`src/rtl/mctx_pkg.sv`:
```
package mctx_pkg;
  typedef enum logic [1:0] {
    FOLD_L1  = 2'b00,
    FOLD_L2  = 2'b01,
    FOLD_L4  = 2'b10,
    FOLD_OFF = 2'b11
  } fold_mode_e;

  localparam int CNT_W = 2;

  // index of the final evaluation under one context for a folding level
  function automatic logic [CNT_W-1:0] final_count(fold_mode_e m);
    case (m)
      FOLD_L2: final_count = 2'd1;
      FOLD_L4: final_count = 2'd3;
      default: final_count = 2'd0;
    endcase
  endfunction
endpackage

```
`src/rtl/mctx_ctx_store.sv`:
```
module mctx_ctx_store #(
  parameter int NCTX = 16,
  parameter int NIN  = 4,
  localparam int CTXW = $clog2(NCTX),
  localparam int TW   = 1 << NIN
) (
  input  logic            clk,
  input  logic            rst_n,
  input  logic            run_en,
  input  logic            we,
  input  logic [CTXW-1:0] waddr,
  input  logic [TW-1:0]   wtable,
  input  logic            wbyp,
  input  logic [CTXW-1:0] raddr,
  output logic [TW-1:0]   rtable,
  output logic            rbyp
);
  logic [NCTX-1:0][TW-1:0] tables;
  logic [NCTX-1:0]         byps;

  for (genvar c = 0; c < NCTX; c++) begin : g_ctx
    always_ff @(posedge clk or negedge rst_n) begin
      if (!rst_n) begin
        tables[c] <= '0;
        byps[c]   <= 1'b0;
      end else if (we && !run_en && (waddr == CTXW'(c))) begin
        tables[c] <= wtable;
        byps[c]   <= wbyp;
      end
    end
  end

  assign rtable = tables[raddr];
  assign rbyp   = byps[raddr];

  // the store is frozen while the element is running
  p_cfg_locked_r8: assert property (@(posedge clk) disable iff (!rst_n)
    run_en |=> ($stable(tables) && $stable(byps)));
endmodule

```
`src/rtl/mctx_lut_cell.sv`:
```
module mctx_lut_cell #(
  parameter int NIN = 4,
  localparam int TW = 1 << NIN
) (
  input  logic           clk,
  input  logic           rst_n,
  input  logic [TW-1:0]  table_bits,
  input  logic           bypass,
  input  logic [NIN-1:0] sel,
  input  logic           eval_en,
  output logic           y
);
  logic lut_val;
  logic q;
  logic load;

  assign lut_val = table_bits[sel];
  assign load    = eval_en && !bypass;

  always_ff @(posedge clk or negedge rst_n) begin
    if (!rst_n)    q <= 1'b0;
    else if (load) q <= lut_val;
  end

  assign y = bypass ? lut_val : q;

  // register holds whenever no registered evaluation completes
  p_flop_hold_r3: assert property (@(posedge clk) disable iff (!rst_n)
    !load |=> $stable(q));
  // a registered evaluation leaves its table value in the register
  p_flop_load_r3: assert property (@(posedge clk) disable iff (!rst_n)
    load |=> (q == $past(lut_val)));
endmodule

```
`src/rtl/mctx_seq.sv`:
```
module mctx_seq
  import mctx_pkg::*;
#(
  parameter int NCTX = 16,
  localparam int CTXW = $clog2(NCTX)
) (
  input  logic            clk,
  input  logic            rst_n,
  input  logic            run_en,
  input  logic            restart,
  input  logic [1:0]      mode,
  input  logic [CTXW-1:0] last_ctx,
  output logic [CTXW-1:0] ptr,
  output logic            fold_done
);
  localparam logic [CTXW-1:0]  PTR_ONE = 1;
  localparam logic [CNT_W-1:0] CNT_ONE = 1;

  fold_mode_e      mode_e;
  logic [CNT_W-1:0] cnt;
  logic            eval;
  logic            last_eval;
  logic            wrap;

  assign mode_e    = fold_mode_e'(mode);
  assign eval      = run_en && !restart && (mode_e != FOLD_OFF);
  assign last_eval = (cnt == final_count(mode_e));
  assign wrap      = eval && last_eval && (ptr == last_ctx);

  always_ff @(posedge clk or negedge rst_n) begin
    if (!rst_n) begin
      ptr       <= '0;
      cnt       <= '0;
      fold_done <= 1'b0;
    end else if (restart) begin
      ptr       <= '0;
      cnt       <= '0;
      fold_done <= 1'b0;
    end else begin
      fold_done <= wrap;
      if (eval) begin
        if (last_eval) begin
          cnt <= '0;
          ptr <= wrap ? '0 : ptr + PTR_ONE;
        end else begin
          cnt <= cnt + CNT_ONE;
        end
      end
    end
  end

  // schedule state holds while idle
  p_idle_hold_r7: assert property (@(posedge clk) disable iff (!rst_n)
    (!run_en && !restart) |=> ($stable(ptr) && $stable(cnt)));
  // restart returns the schedule to its start
  p_restart_zero_r9: assert property (@(posedge clk) disable iff (!rst_n)
    restart |=> (ptr == '0 && cnt == '0 && !fold_done));
  // no folding keeps the context fixed
  p_nofold_fixed_r5: assert property (@(posedge clk) disable iff (!rst_n)
    (mode_e == FOLD_OFF) |=> $stable(ptr));
  // the pulse only follows a return to context 0
  p_done_at_zero_r6: assert property (@(posedge clk) disable iff (!rst_n)
    fold_done |-> (ptr == '0 && cnt == '0));
  // the pointer only moves on a counter wrap
  p_ptr_on_wrap_r4: assert property (@(posedge clk) disable iff (!rst_n)
    (!restart && !(eval && last_eval)) |=> $stable(ptr));
endmodule

```
`src/rtl/mctx_fold_le.sv`:
```
module mctx_fold_le #(
  parameter int NCTX = 16,
  parameter int NIN  = 4,
  localparam int CTXW = $clog2(NCTX),
  localparam int TW   = 1 << NIN
) (
  input  logic            clk,
  input  logic            rst_n,
  input  logic            run_en,
  input  logic            restart,
  input  logic [1:0]      mode,
  input  logic [CTXW-1:0] last_ctx,
  input  logic [NIN-1:0]  lut_in,
  input  logic            cfg_we,
  input  logic [CTXW-1:0] cfg_addr,
  input  logic [TW-1:0]   cfg_table,
  input  logic            cfg_bypass,
  output logic            le_out,
  output logic            fold_done
);
  logic [CTXW-1:0] ptr;
  logic [TW-1:0]   act_table;
  logic            act_byp;
  logic            eval_en;

  assign eval_en = run_en && !restart;

  mctx_seq #(.NCTX(NCTX)) u_seq (
    .clk       (clk),
    .rst_n     (rst_n),
    .run_en    (run_en),
    .restart   (restart),
    .mode      (mode),
    .last_ctx  (last_ctx),
    .ptr       (ptr),
    .fold_done (fold_done)
  );

  mctx_ctx_store #(.NCTX(NCTX), .NIN(NIN)) u_store (
    .clk    (clk),
    .rst_n  (rst_n),
    .run_en (run_en),
    .we     (cfg_we),
    .waddr  (cfg_addr),
    .wtable (cfg_table),
    .wbyp   (cfg_bypass),
    .raddr  (ptr),
    .rtable (act_table),
    .rbyp   (act_byp)
  );

  mctx_lut_cell #(.NIN(NIN)) u_cell (
    .clk        (clk),
    .rst_n      (rst_n),
    .table_bits (act_table),
    .bypass     (act_byp),
    .sel        (lut_in),
    .eval_en    (eval_en),
    .y          (le_out)
  );

  // outputs are quiet straight after reset
  p_reset_quiet_r1: assert property (@(posedge clk)
    !rst_n |=> (!le_out && !fold_done));
endmodule

```
`config.mk`:
```
export PLATFORM = sky130hd
export DESIGN_NAME = mctx_fold_le
export DESIGN_NICKNAME = d
export VERILOG_FILES = /design/src/rtl/mctx_pkg.sv /design/src/rtl/mctx_ctx_store.sv /design/src/rtl/mctx_lut_cell.sv /design/src/rtl/mctx_seq.sv /design/src/rtl/mctx_fold_le.sv
export SDC_FILE = /design/constraint.sdc
export NUM_CORES = 1
export LEC_CHECK = 0
export ABC_AREA = 1
export BUFFER_PORTS_ARGS = -buffer_cell sky130_fd_sc_hd__buf_2
export CAP_MARGIN = 5
export CORE_AREA = 5 5 167 169
export CTS_CLUSTER_DIAMETER = 60
export DETAILED_ROUTE_END_ITERATION = 7
export DIE_AREA = 0 0 172 174
export PLACE_DENSITY_LB_ADDON = 0.08
export SLEW_MARGIN = 20
export SYNTH_ARGS = -nofsm -noshare
export SYNTH_HDL_FRONTEND = slang
export SYNTH_SLANG_ARGS = --single-unit
export TNS_END_PERCENT = 10
```
`constraint.sdc`:
```
create_clock -name clk -period 2.2 [get_ports clk]
set_clock_uncertainty 0.1 [all_clocks]
set_input_delay 0.22 -clock clk [delete_from_list [all_inputs] [get_ports clk]]
set_output_delay 0.22 -clock clk [all_outputs]
set_load 0.03 [all_outputs]
```
# --- After elaboration in Yosys (flattened, before gate mapping) ---
# Index checks and enable logic that the tools add are counted.
op_classes:
  addsub: 2
  multipliers: 0
  div_mod_pow: 0
  n_lt_le_gt_ge: 2
  n_eq_ne: 20
  shift: 0
  muxes: 16
  bitwise: 0
  n_reduce_logical: 29
ops:
  columns: ["op", "n"]
  rows:
  - ["binary-select mux 16 bit (select 4 bit)", 1]
  - ["== test 4 bit (second input constant)", 8]
  - ["logical AND 1 bit", 22]
  - ["== test 4 x 3 -> 1 bit (second input constant)", 4]
  - ["2-to-1 mux 16 bit", 1]
  - ["2-to-1 mux 4 bit", 4]
  - ["< comparator 4 x 5 -> 1 bit (second input constant)", 2]
  - ["binary-select mux 1 bit (select 4 bit)", 2]
  - ["== test 4 x 2 -> 1 bit (second input constant)", 2]
  - ["2-to-1 mux 2 bit", 3]
  - ["adder 4 x 1 -> 4 bit (second input constant)", 1]
  - ["== test 4 x 1 -> 1 bit (second input constant)", 1]
  - ["== test 4 bit", 1]
  - ["logical NOT 4 bit", 1]
  - ["2-to-1 mux 1 bit", 4]
  - ["case mux 2 bit (2 select lines)", 1]
  - ["nonzero test 2 bit", 2]
  - ["logical NOT 1 bit", 3]
  - ["adder 2 x 1 -> 2 bit (second input constant)", 1]
  - ["== test 2 x 1 -> 1 bit (second input constant)", 1]
  - ["== test 2 bit", 1]
  - ["== test 2 bit (second input constant)", 1]
  - ["!= test 2 bit (second input constant)", 1]
  - ["AND reduction 2 bit", 1]
totals:
  regBits: 280
  latchBits: 0
  ramBits: 0
  mem_bits_ro: 0
  input_bits: 36
  out_inout_bits: 2
  word_cells: 105
  memories: 0

# --- Logic depth before layout (Yosys ltp) ---
# Gate-level depths: netlist of run 1.
depth:
  word_depth: 9
  mapped_depth: 16
  ltp_nobuf: 13

# --- By module ---
# A second synthesis of run 1 with hierarchy kept.
unflattened:
  hier_cells: 1899
  hier_area_um2: 13858.3
modules_own_cells:
  columns: ["module", "n_inst", "cells_each", "area_each_um2", "seq_area_each_um2"]
  rows:
  - ["mctx_ctx_store", 1, 1759, 13020.0, 6806.5]
  - ["mctx_seq", 1, 78, 546.8, 175.2]
  - ["mctx_lut_cell", 1, 60, 281.5, 25.0]
  - ["mctx_fold_le", 1, 2, 10.0, 0.0]

# --- Worst setup path before layout of run 1 ---
# No wires, ideal clock.
synth_timing:
  path_kind: "register to output"
  start: "register u_seq.ptr[0]"
  end: "output port le_out"
  arrival_ps: 1683
  required_time_ps: 1880
  slack_ps: 197
  stages_incl_launch_ff: 17
  n_path_buf: 3
  path_cell_list: "dfrtp_1 -> buf_6 -> inv_4 -> buf_8 -> buf_4 -> nand2_1 -> nand3_1 -> nand3_1 -> nand3_1 -> nand3_1 -> nand2_1 -> nand2_1 -> nand3_1 -> nand3_1 -> nand2_1 -> nand2_1 -> nand2_1"
synth_between:
  elab_chain_len: 5
  elab_cells_between_ends: 7
  cone_classes: "mux (7)"
synth_lines:
  columns: ["item", "line", "source"]
  rows:
  - ["start, declared", "mctx_seq.sv:13", "output logic [CTXW-1:0] ptr,"]
  - ["start signal, assigned", "mctx_seq.sv:44", "ptr <= wrap ? '0 : ptr + PTR_ONE;"]
  - ["binary-select mux 16 bit (select 4 bit)", "mctx_ctx_store.sv:33", "assign rtable = tables[raddr];"]
  - ["2-to-1 mux 16 bit (not written as such)", "mctx_ctx_store.sv:33", null]
  - ["binary-select mux 1 bit (select 4 bit)", "mctx_lut_cell.sv:17", "assign lut_val = table_bits[sel];"]
  - ["2-to-1 mux 1 bit (not written as such)", "mctx_lut_cell.sv:17", null]
  - ["2-to-1 mux 1 bit (*)", "mctx_lut_cell.sv:25", "assign y = bypass ? lut_val : q;"]
  - ["end, declared", "mctx_fold_le.sv:18", "output logic le_out,"]
# Mark *: on every way between the ends. The rest lies on a longest branch, timed or not. The select of a mux whose other input is x is not followed.

# --- Worst setup path in the final report of run 1 ---
# Ends and elaborated chain as after synthesis.

==> results of run 1 <==
metal layers:
layer / global-route usage (%) / share of wire, % / vias up
met2: 40.8 / 44 / 381
li1: - / - / 5312
met1: 38.8 / 45 / 5539
met4: 10.2 / 3.9 / 0
met5: 0 / 0 / -
met3: 4.21 / 6.4 / 74
cells in the mapped netlist, drive strengths merged:
cell	number
o221ai	4
ha	3
o21ai	285
o21a	1
nor2	14
xnor2	3
nand2	562
clkinv	2
or2	1
buf	48
clkbuf	75
a31oi	1
nand4	11
nor4	1
a21oi	1
nand3	256
inv	37
xor2	3
dfrtp	280
nor3	2
a21boi	1
path summary, 6_finish.rpt:
kind                            depth (start not counted)                         endpoint                    startpoint
worst max-delay path                                   15                           le_out      u_seq.ptr[0]$_DFFE_PN0P_
worst min-delay path                                    4             u_cell.q$_DFFE_PN0P_                        run_en
worst max register to register                          7         u_seq.ptr[0]$_DFFE_PN0P_      u_seq.ptr[0]$_DFFE_PN0P_
worst min register to register                          2     u_store.byps[14]$_DFFE_PN0P_  u_store.byps[14]$_DFFE_PN0P_
max in group asynchronous                               3   u_store.tables[73]$_DFFE_PN0P_                         rst_n
min in group asynchronous                               2  u_store.tables[131]$_DFFE_PN0P_                         rst_n
cell type report:
class	instances	area, um2
Clock buffer	50	1020
Timing Repair inverter	1	6.26
Multi-Input combinational cell	1149	5230
Clock inverter	8	68.8
Inverter	39	159
Fill cell	2472	11200
Timing Repair Buffer	113	1320
Sequential cell	280	7010
Tap cell	341	427
critical path: stages, from the launching register on:
cell       delay (ns)
dfrtp_4          0.56
buf_12           0.19
clkbuf_16        0.17
nand2_1          0.06
nand3_1          0.09
nand3_2          0.09
nand3_1          0.08
nand3_2          0.10
nand2_1          0.06
nand2_2          0.09
nand3_2          0.09
nand3_1          0.09
nand2_2          0.08
nand2_1          0.06
nand2_1          0.05
buf_6            0.13
flip-flops by register name, indices dropped and copies added, names as in the netlist:
name             count
u_seq.fold_done      1
u_store.byps        16
u_seq.cnt            2
u_store.tables     256
u_cell.q             1
u_seq.ptr            4
cells by family after synthesis:
family	share of synthesized area (%)
buf+inv	6.22
fa+ha+maj	0.291
xor+xnor	0.407
simple gates	27.4
compound gates	11.5
flops	54.2
where the power goes:
| group | leakage (nW) | switching [mW] | total [mW] | internal, mW |
|---|---|---|---|---|
| Clock | 0.545 | 2.15 | 5.48 | 3.32 |
| Sequential | 3.63 | 0.526 | 6.63 | 6.10 |
| Combinational | 2.99 | 1.39 | 2.44 | 1.04 |
| Total | 7.17 | 4.07 | 14.5 | 10.5 |
through the flow:
stage	cell area, um2	setup TNS, ns	utilization, %
after global routing	15200	-0.791	57.7
after global placement	13700	-0.205	51.7
final	15200	-0.638	57.7
after floorplan	12900	0	-
after CTS	15000	-0.584	56.9
after detailed placement	13700	-0.197	51.7
what timing repair did:
| action | CTS | global route |
|---|---|---|
| setup buffers | 3 | 1 |
| cloned | 5 | 4 |
| pin swaps | 14 | 1 |
| hold buffers | 2 | 0 |
| endpoints found under the hold margin | 77 | 0 |
| gates resized for setup | 29 | 16 |
| endpoints found under the setup margin | 1 | 2 |
==> impl_results.md, run 1 <==
* Static Leakage at 7.17 nW
* Worst EP required at 1.88 ns
* Largest net degree at the start of global routing at 64
* # H-tree levels at 2
* Tot GR Track Use at 26.8%
* Final setup violation count at 1
* Setup crit start kind: register
* Final hold vios at 0
* Synthesized Nets at roughly 1.6k
* R2R setup slack at about 0.09 ns
* Top Ports at 38
* Worst-case clock buffer depth at 3
* Most frequent cells in the layout: nand2_1, o21ai_0, dfrtp_1, nand3_1, clkbuf_16
* Port bufs at 37
* Slew HR at between 60% and 70%
* HPWL Detailed at 22.8 mm
* N_diodes at 0
* CTS root buf: clkbuf_16
* Yosys cell types at 28
* Cell Pwr Density at ~950 nW/um2
* Worst setup EP type: primary output
* Clock Latency Late Sink at about 0.51 ns
* Post-placement cell count at between 1.5k and 2k
* Area contributors post-synth: dfrtp_1, nand2_1, o21ai_0
* Outcome: complete, but fails checks
* Nets at 1,657
* CP Max Fanout at 11
* Syn_area_per_cell at ~8 um2
* CP Class: register to primary output
* Wirelength per Cell at 20.2 um
* Core Box Area at approximately 26,000 um2
* Clock Sinks at 280
* Syn. warnings at 0
* Height of the die at ~170 um
* Tcrit/Tclk final at 129%
* Layout area overhead at 18.0%
* F_max at approximately 350 MHz
* Starting Density at about half
* DRC errors left at 0
* Routed WL at about 40 mm
* Hold crit path type: input port to register
* Hold slack at approximately 0.026 ns
* GR Overflow Total at 0
* Failing checks: negative setup slack
* Synth Register Bits at 280
* Die ar. at about 30,000 um2
* Synth area leader: dfrtp_1
* Sequential share of the synthesized area at a little over half
* Min Tclk post-route at about 2.8 ns
* Vias in the first global route at 10.8k
* DR iter-0 viols at approximately 1.2k
* Mapped Area at around 13,000 um2
* DR pass1 iterations at 5
* RSZ-0062 raised after global routing: true
* Tot Pwr at 14.5 mW
* Top cell type's share of synthesized area at 54.2%
* Die W at 172 um
* Pins Over Slew Limit at 0
* Share of layout cells above drive strength 1 at a little under an eighth
* Commonest non-fill, non-tap cell in the layout: nand2_1
* Initial antenna violation count at 0
* Antenna viol nets, final at 0
* Global-route wire length before repair at around 62 mm
* Setup WS pre-CTS at -0.197 ns
* CTS clock-pin slew for the worst setup and hold paths at approximately 0.06 ns
* Num rows at 60
* Fin cells at just under 2k
* Number of buffers created by CTS at 34
* Gp weighted congestion at between 0.8 and 0.9
* TritonCTS clock tree: yes
* Mapped Cells at about 1.6k
* Worst VDD drop at approximately 0.00094 V
* Via count at 11.3k
* Via density at between 5 and 6
* Max_cap viols at 0
* PnR worst setup slack at -0.638 ns
* Worst Tran Pin Value at 0.599 ns
* Crit path arrival time at 2.52 ns
No activity file was read; power rests on OpenSTA's default activity.
==> run 2: changes to the inputs <==
--- a/config.mk
+++ b/config.mk
@@ -9,10 +9,12 @@
 export BUFFER_PORTS_ARGS = -buffer_cell sky130_fd_sc_hd__buf_2
 export CAP_MARGIN = 5
 export CORE_AREA = 5 5 167 169
+export CTS_BUF_LIST = sky130_fd_sc_hd__clkbuf_2 sky130_fd_sc_hd__clkbuf_4 sky130_fd_sc_hd__clkbuf_8
 export CTS_CLUSTER_DIAMETER = 60
 export DETAILED_ROUTE_END_ITERATION = 7
 export DIE_AREA = 0 0 172 174
 export PLACE_DENSITY_LB_ADDON = 0.08
+export RECOVER_POWER = 50
 export SLEW_MARGIN = 20
 export SYNTH_ARGS = -nofsm -noshare
 export SYNTH_HDL_FRONTEND = slang
==> run 2 against run 1 <==
  * Hold slack better by 0.0068 ns
  * Largest power group unchanged
  * Core utilization rose by 1.7 points
  * The run ends with max-capacitance violations, max-slew violations, negative setup slack left
  * Routed wire length increased by 3.5%
==> impl_results.md, run 2 (synthesized netlist as in run 1, its figures left out) <==
* Static Leakage at around 7.4 nW
* Worst reg2reg path depth at 8
* Top Ports at 38
* F_max at around 340 MHz
* TritonCTS clock tree: yes
* Die W at roughly 170 um
* DR iter-0 viols at 1,110
* DRC errors left at 0
* Setup WS pre-CTS at -0.197 ns
* Comb pwr share at 18.1%
* CP Class: register to primary output
* Slowest stage delay, CP at approximately 0.58 ns
* Via count at about 12k
* Height of the die at 174 um
* Outcome: complete, but fails checks
* Top flop regs: u_store.tables x256, u_store.byps x16, u_seq.ptr x4
* Sequential share of power at between 40 and 50%
* Worst EP required at between 1.5 and 2 ns
* Crit path depth at 15
* Critical-path cell list: clkbuf_16, buf_12, nand2_1, nand3_2, nand3_2, nand3_2, nand3_4, nand2_2, nand2_1, nand3_1, nand3_2, nand2_2, nand2_1, nand2_1, buf_6
* Crit path buf inv count at 3
* Tcrit/Tclk final at 133%
* Post-route cell area at 15,700 um2
* CP Max Fanout at 6
* CP max-delay cell: dfrtp_4
* Most flops, register: u_store.tables
* Net switching power at between 4 and 5 mW
* Most frequent cells in the layout: nand2_1, o21ai_0, dfrtp_1, nand3_1, clkbuf_8
* Slew HR at -18.2%
* Largest net degree at the start of global routing at 64
* Setup crit start kind: register
* Vias in the first global route at between 10k and 15k
* Final hold vios at 0
* Via density at 5.68
* Hold slack at about 0.033 ns
* Failing checks: max-capacitance violations, max-slew violations, negative setup slack
* RSZ-0062 raised after global routing: true
* DR pass1 iterations at 6
* Crit path arrival time at roughly 2.6 ns
* Layout area overhead at 21.5%
* PnR worst setup slack at -0.717 ns
* Die ar. at 29,900 um2
* Hold crit path type: input port to register
* Switch share at approximately 29%
* Cell Pwr Density at 924 nW/um2
* Clock Sinks at 280
* Commonest non-fill, non-tap cell in the layout: nand2_1
* Port bufs at 37
* Antenna viol nets, final at 0
* CTS root buf: clkbuf_8
* N_diodes at 0
* Pins Over Slew Limit at 64
* Core Box Area at approximately 26,000 um2
* Nets at 1,689
* GR Overflow Total at 0
* Gp weighted congestion at roughly 0.85
* Wirelength per Cell at between 20 and 25 um
* Initial antenna violation count at 0
* Placed cell area at about 14,000 um2
* Worst setup EP type: primary output
* Starting Density at around half
* Global-route wire length before repair at approximately 62 mm
* HPWL Detailed at around 23 mm
* R2R setup slack at 0.02 ns
* Max_cap viols at 1
* Crit-path leading delay family: simple AND/OR/NAND/NOR gates
* Hold Path Cell Cnt at 3
* Cell Int Power at between 10 and 15 mW
* Max reg flops at approximately 260
* # H-tree levels at 2
* Clock Latency Late Sink at just under 0.6 ns
* Worst-case clock buffer depth at 3
* Final setup violation count at 1
* Tot Pwr at around 15 mW
* Worst Tran Pin Value at between 1.5 and 2 ns
* Min Tclk post-route at 2.92 ns
* Num rows at 60
* Routed WL at between 40 and 50 mm
* CTS clock-pin slew for the worst setup and hold paths at roughly 0.060 ns
* Share of layout cells above drive strength 1 at a little under a fifth
* Worst VDD drop at just under 0.0006 V
* Tot GR Track Use at between 20% and 30%
* Fillcell total at around 2.4k
* Number of buffers created by CTS at 50
* Clock share of power at between 30 and 40%
## run 2: changes by cell type in the layout (fill, tap and decap cells not counted), moves of 5 or more
cell / before / now
clkbuf_8: 9 / 70
nand3_1: 237 / 191
nand3_2: 19 / 64
clkbuf_16: 39 / 11
clkbuf_4: 0 / 17
nand2_1: 555 / 539
nand2_2: 7 / 22
clkbuf_1: 6 / 0
buf_12: 27 / 22
## run 2: path summary, 6_finish.rpt
| kind | start | to |
|---|---|---|
| max | u_seq.ptr[0]$_DFFE_PN0P_ | le_out |
| min | cfg_table[3] | u_store.tables[131]$_DFFE_PN0P_ |
| max reg2reg | u_seq.ptr[0]$_DFFE_PN0P_ | u_seq.ptr[0]$_DFFE_PN0P_ |
| min reg2reg | u_store.tables[118]$_DFFE_PN0P_ | u_store.tables[118]$_DFFE_PN0P_ |
| max in group asynchronous | rst_n | u_cell.q$_DFFE_PN0P_ |
| min in group asynchronous | rst_n | u_store.tables[131]$_DFFE_PN0P_ |
## run 2: layout make-up
| class | count | area, um2 | share of cell area, % |
|---|---|---|---|
| clock buffer | 84 | 1070 | 6.81 |
| inverter | 39 | 159 | 1.01 |
| tap | 341 | 427 | 2.72 |
| clock inverter | 4 | 28.8 | 0.183 |
| sequential | 280 | 7010 | 44.7 |
| multi-input combinational | 1149 | 5510 | 35.1 |
| timing repair buffer | 129 | 1480 | 9.42 |
| timing repair inverter | 1 | 11.3 | 0.0717 |
## run 2: per-layer routing
metal	vias up	GRT usage (%)	part of all wire (%)	wire length (um)
met5	-	0	0	0
met4	0	10.9	4.1	1680
met3	97	4.25	6.6	2720
met2	437	40.2	45	18700
met1	5601	38.2	44	18400
li1	5382	-	-	-
## run 2: power groups by stage
stage | Combinational, mW | Sequential (mW) | Clock (mW)
CTS | 2.29 | 6.61 | 5.30
global route | 2.98 | 6.75 | 5.55
global placement | 2.14 | 6.67 | 0
floorplan | 1.60 | 6.55 | 0
detailed placement | 2.20 | 6.68 | 0
finish | 2.62 | 6.65 | 5.23
## run 2: worst reg2reg max path, stage by stage (launching register included)
cell and delay (ns):
dfrtp_4 0.58, buf_8 0.19, clkbuf_16 0.17, buf_4 0.16, or2_2 0.27, a21oi_1 0.15, nand4_1 0.20, nand4_1 0.15
o21ai_2 0.09
## run 2: stage by stage
step	setup TNS, ns	std cells	utilization, %
2_1_floorplan	0	1591	-
3_3_place_gp	-0.205	1908	51.7
3_5_place_dp	-0.197	1908	51.7
4_1_cts	-0.674	2004	56.7
5_1_grt	-5.24	2027	59.4
6_report	-0.717	2027	59.4
## run 2: what timing repair did
item,in CTS,in global routing
endpoints found under the hold margin,272,0
endpoints found under the setup margin,1,2
gates resized for setup,22,93
gates cloned,2,17
setup buffers,1,7
pin swaps,5,60
hold buffers,5,0
